**config.mk**
```make
export PLATFORM = sky130hd
export DESIGN_NAME = uart_bypass_router
export DESIGN_NICKNAME = d
export VERILOG_FILES = /design/src/rtl/uart_byp_pkg.sv /design/src/rtl/uart_byp_ctrl.sv /design/src/rtl/uart_byp_mux.sv /design/src/rtl/uart_bypass_router.sv
export SDC_FILE = /design/constraint.sdc
export NUM_CORES = 1
export LEC_CHECK = 0
export BUFFER_PORTS_ARGS = -buffer_cell sky130_fd_sc_hd__buf_4
export CORE_AREA = 2 2 39 41
export CTS_BUF_LIST = sky130_fd_sc_hd__clkbuf_4 sky130_fd_sc_hd__clkbuf_8
export DETAILED_ROUTE_END_ITERATION = 10
export DIE_AREA = 0 0 41 43
export GPL_TIMING_DRIVEN = 0
export SYNTH_ARGS = -nofsm -noshare
export SYNTH_HDL_FRONTEND = slang
export SYNTH_SLANG_ARGS = --single-unit
```
**constraint.sdc**
```tcl
create_clock -name clk -period 2.15 [get_ports clk]
set_input_delay 0.43 -clock clk [delete_from_list [all_inputs] [get_ports clk]]
set_output_delay 0.43 -clock clk [all_outputs]
set_load 0.01 [all_outputs]
```
**src/rtl/uart_byp_pkg.sv**
```systemverilog
package uart_byp_pkg;

    localparam int GPIO_W = 4;

    // spare pin slots (bit index within gpio_* vectors)
    localparam int SLOT_TX  = 0;   // PIO4, driven toward the second device
    localparam int SLOT_RTS = 1;   // PIO5, driven toward the second device
    localparam int SLOT_CTS = 2;   // PIO6, received from the second device
    localparam int SLOT_RX  = 3;   // PIO7, received from the second device

    localparam logic [GPIO_W-1:0] BYP_OE_MASK = GPIO_W'(1 << SLOT_TX) | GPIO_W'(1 << SLOT_RTS);

    typedef enum logic {
        ROUTE_HOST   = 1'b0,
        ROUTE_BYPASS = 1'b1
    } route_e;

    typedef struct packed {
        route_e route;
        logic   sleep;
    } ctrl_state_t;

endpackage

```
**src/rtl/uart_byp_ctrl.sv**
```systemverilog
module uart_byp_ctrl
    import uart_byp_pkg::*;
(
    input  logic   clk,
    input  logic   rst,
    input  logic   bypass_cmd,
    output route_e route_o,
    output logic   sleep_o
);

    ctrl_state_t state_d, state_q;

    always_comb begin
        state_d = state_q;
        if (state_q.route == ROUTE_HOST && bypass_cmd) begin
            state_d.route = ROUTE_BYPASS;
            state_d.sleep = 1'b1;
        end
    end

    always_ff @(posedge clk or posedge rst) begin
        if (rst) begin
            state_q <= '{route: ROUTE_HOST, sleep: 1'b0};
        end else begin
            state_q <= state_d;
        end
    end

    assign route_o = state_q.route;
    assign sleep_o = state_q.sleep;

    // a command seen in host routing leads to bypass after the edge
    assert_enter_R3: assert property (@(posedge clk) disable iff (rst)
        (bypass_cmd && route_o == ROUTE_HOST) |=> (route_o == ROUTE_BYPASS));

    // bypass never falls back without reset
    assert_sticky_R7: assert property (@(posedge clk) disable iff (rst)
        (route_o == ROUTE_BYPASS) |=> (route_o == ROUTE_BYPASS));

    // sleep, once up, stays up
    assert_sleep_hold_R6: assert property (@(posedge clk) disable iff (rst)
        sleep_o |=> sleep_o);

    // sleep only rises on a command edge
    assert_sleep_cause_R6: assert property (@(posedge clk) disable iff (rst)
        $rose(sleep_o) |-> $past(bypass_cmd));

endmodule

```
**src/rtl/uart_byp_mux.sv**
```systemverilog
module uart_byp_mux
    import uart_byp_pkg::*;
(
    input  logic              rst,
    input  route_e            route_i,
    input  logic              core_tx_i,
    input  logic              core_rts_i,
    output logic              core_rx_o,
    output logic              core_cts_o,
    output logic              host_tx_o,
    output logic              host_tx_oe,
    output logic              host_rts_o,
    output logic              host_rts_oe,
    input  logic              host_rx_i,
    input  logic              host_cts_i,
    input  logic [GPIO_W-1:0] gpio_i,
    output logic [GPIO_W-1:0] gpio_o,
    output logic [GPIO_W-1:0] gpio_oe
);

    logic sel_host, sel_byp;

    always_comb begin
        sel_host = !rst && (route_i == ROUTE_HOST);
        sel_byp  = !rst && (route_i == ROUTE_BYPASS);

        // defaults: everything released, internal receivers idle
        core_rx_o   = 1'b1;
        core_cts_o  = 1'b1;
        host_tx_o   = 1'b0;
        host_tx_oe  = 1'b0;
        host_rts_o  = 1'b0;
        host_rts_oe = 1'b0;
        gpio_o      = '0;
        gpio_oe     = '0;

        if (sel_host) begin
            host_tx_o   = core_tx_i;
            host_tx_oe  = 1'b1;
            host_rts_o  = core_rts_i;
            host_rts_oe = 1'b1;
            core_rx_o   = host_rx_i;
            core_cts_o  = host_cts_i;
        end else if (sel_byp) begin
            // host pads bridged to the spare pins
            gpio_o[SLOT_TX]  = host_rx_i;
            gpio_o[SLOT_RTS] = host_cts_i;
            gpio_oe          = BYP_OE_MASK;
            host_tx_o        = gpio_i[SLOT_RX];
            host_tx_oe       = 1'b1;
            host_rts_o       = gpio_i[SLOT_CTS];
            host_rts_oe      = 1'b1;
        end
    end

    // nothing driven while reset is held
    always_comb begin
        if (rst) begin
            assert_float_R1: assert (!host_tx_oe && !host_rts_oe && gpio_oe == '0);
        end
    end

    // internal receivers see idle in bypass
    always_comb begin
        if (!rst && route_i == ROUTE_BYPASS) begin
            assert_idle_R5: assert (core_rx_o && core_cts_o);
        end
    end

    // input-only spare slots are never driven
    always_comb begin
        if (!rst) begin
            assert_in_slots_R4: assert (!gpio_oe[SLOT_RX] && !gpio_oe[SLOT_CTS]);
        end
    end

endmodule

```
**src/rtl/uart_bypass_router.sv**
```systemverilog
module uart_bypass_router
    import uart_byp_pkg::*;
#(
    parameter logic [3:0] PULL_UP_MASK = 4'b0011
) (
    input  logic              clk,
    input  logic              rst,
    input  logic              bypass_cmd,
    input  logic              core_tx_i,
    input  logic              core_rts_i,
    output logic              core_rx_o,
    output logic              core_cts_o,
    output logic              host_tx_o,
    output logic              host_tx_oe,
    output logic              host_rts_o,
    output logic              host_rts_oe,
    input  logic              host_rx_i,
    input  logic              host_cts_i,
    output logic [3:0]        host_pull_up,
    input  logic [GPIO_W-1:0] gpio_i,
    output logic [GPIO_W-1:0] gpio_o,
    output logic [GPIO_W-1:0] gpio_oe,
    output logic              deep_sleep
);

    route_e route;
    logic   sleep;

    uart_byp_ctrl u_ctrl (
        .clk        (clk),
        .rst        (rst),
        .bypass_cmd (bypass_cmd),
        .route_o    (route),
        .sleep_o    (sleep)
    );

    uart_byp_mux u_mux (
        .rst         (rst),
        .route_i     (route),
        .core_tx_i   (core_tx_i),
        .core_rts_i  (core_rts_i),
        .core_rx_o   (core_rx_o),
        .core_cts_o  (core_cts_o),
        .host_tx_o   (host_tx_o),
        .host_tx_oe  (host_tx_oe),
        .host_rts_o  (host_rts_o),
        .host_rts_oe (host_rts_oe),
        .host_rx_i   (host_rx_i),
        .host_cts_i  (host_cts_i),
        .gpio_i      (gpio_i),
        .gpio_o      (gpio_o),
        .gpio_oe     (gpio_oe)
    );

    assign host_pull_up = PULL_UP_MASK;
    assign deep_sleep   = sleep;

    // sleep and bypass routing agree at the pins
    assert_sleep_pins_R6: assert property (@(posedge clk) disable iff (rst)
        deep_sleep |-> (gpio_oe != '0));

endmodule

```
==> results_dict.tcl <==
set metrics [dict create \
    dpl_worst_slack_ps 629 \
    timing.rr.start "u_ctrl.route_o" \
    synthFlopType "dfrtp_1" \
    placement_rows 14 \
    rsz0062_at_grt "false" \
    cp.required_ps 1720 \
    clkPwrFrac_pct 0 \
    ys_ff_latch 1 \
    p_int_mw 0.0524 \
    drt_iter0_markers 0 \
    rr_endpoint "u_ctrl.route_o" \
    filler_cell_count 164 \
    syn_area_um2 188 \
    gr-total-overflow 0 \
    ctsHoldBuffers 0 \
    grt_pass1_wl_um 621 \
    p_sw_share_pct 29.6 \
    seq_area_um2 25.0 \
    track_usage_pct 4.81 \
    cp.arrival_ps 1080 \
    cellPowerDensity_nw_per_um2 200 \
    grt_pass1_vias 144 \
    period_share_pct 70.4 \
    synth_top_area_share_pct 40.0 \
    r2r_cells 1 \
    area_growth_pct 98.7 \
    antenna_cells 0 \
    vias_per_cell 3.17 \
    finalSetupViolations 0 \
    synthArstFlopShare_pct 100 \
    pwr-share-seq_pct 25.8 \
    status "finished, final reports clean" \
    crit_type "in -> out" \
    core_um2 1380 \
    ios 30 \
    power_frac_comb_pct 74.2 \
    largest_register_ffs 1 \
    final_area_um2 373 \
    syn_inst 25 \
    skew_ps 0 \
    slew_viol_final 0 \
    fin_setup_tns_ps 0 \
    grt_max_degree 8 \
    rrSetupSlack_ps 1270 \
    irDropWorstVdd_mv 0.0879 \
    initial_utilization_pct 13.6 \
    place_area_um2 373 \
    synth.avg_cell_area_um2 7.51 \
    hold_path_class "in -> async" \
    wire_per_inst_um 6.98 \
    drive_gt1_share_pct 62.0 \
    wirelength_um 461 \
    cp_common_cell "buf_4" \
    synth_edf_count 0 \
    clkTransAtPathRegs_ps 0 \
    drv_cap 0 \
    critPathSlowestCell "or3_1" \
    yosysSeqAreaShare_pct 13.3 \
    synth_warnings 0 \
    insertion_delay_ps 0 \
    p_switching_mw 0.0220 \
    die_h_um 43 \
    postCtsSetupRepairBufs 0 \
    cts_resized 0 \
    portBuffers 19 \
    worst_slack_ps 637 \
    gp_congestion 0.563 \
    max_freq_mhz 661 \
    crit_path_end_kind "output port" \
    p_leak_nw 0.230 \
    multi_input_area_um2 103 \
    path_cells "buf_4, or3_1, buf_4" \
    synthDistinctLibCells 10 \
    antenna_found_initial 0 \
    layout_min_cycle_time_ps 1510 \
    ant_nets 0 \
    drc 0 \
    firstDrtPassIters 1 \
    worst-path-max-fanout 7 \
    ys_top_cells_by_area "buf_4 40%, dfrtp_1 13%, mux2i_1 11%" \
    layout.nets 63 \
    max_stage_delay_ps 350 \
    hold_viol_final 0 \
    synth_most_common_cell "buf_4" \
    fp.dieArea_um2 1760 \
    yosysTopAreaCell "buf_4" \
    vias 209 \
    die_w_um 41 \
    crit_path_start_kind "input port" \
]
## power groups by stage
stage	Combinational [mW]	Clock, mW	Sequential [mW]
2_1_floorplan	0.0300	0	0.0192
3_3_place_gp	0.0547	0	0.0192
3_5_place_dp	0.0552	0	0.0192
4_1_cts	0.0552	0	0.0192
5_1_grt	0.0613	0	0.0192
6_report	0.0552	0	0.0192
## worst max path at each step
stage | endpoint | slack (ps) | start | cells after the start
after detailed placement | core_rx_o | 630 | rst | 3
after global routing | core_rx_o | 610 | rst | 3
after floorplan | core_cts_o | 830 | u_ctrl.route_o | 1
final | core_rx_o | 640 | rst | 3
after global placement | core_rx_o | 650 | rst | 3
after CTS | core_rx_o | 630 | rst | 3
## layout by cell type, fill, tap and decap left out
cell      n
buf_4    29
conb_1    8
and2_1    2
inv_1     2
mux2i_1   2
nor2_1    2
or3_1     2
or2_2     1
nor2b_4   1
dfrtp_1   1
## critical path: cells and delay by family
kind	cells	cell delay, ps
AND/OR/NAND/NOR	1	350
buffers and inverters	2	290
## cell type report
type | instances | share of cell area, %
timing repair buffer | 19 | 38.3
multi-input combinational | 18 | 27.5
buffer | 10 | 20.1
sequential | 1 | 6.71
tap | 16 | 5.37
inverter | 2 | 2.01
## layer usage
layer  GRT usage [%]  part of all wire (%)
met4               0                     0
met3               0                    14
met5               0                     0
met1            6.07                    33
met2            9.06                    52
## through the flow
step / util [%] / instances / hold slack (ps) / power, mW
global placement: 26.9 / 66 / 326 / 0.0739
detailed placement: 26.9 / 66 / 327 / 0.0743
finish: 26.9 / 66 / 328 / 0.0744
floorplan: - / 31 / 159 / 0.0492
CTS: 26.9 / 66 / 328 / 0.0744
global route: 26.9 / 66 / 346 / 0.0805
## kinds of logic (layout without fill, tap and decap cells)
logic type	count (synthesis)	after routing	share of synthesized area [%]
buf+inv	12	31	44.0
simple gates	8	8	28.0
other cells	2	8	4.00
mux	2	2	10.7
flops	1	1	13.3
(Power assumes the default switching activity.)
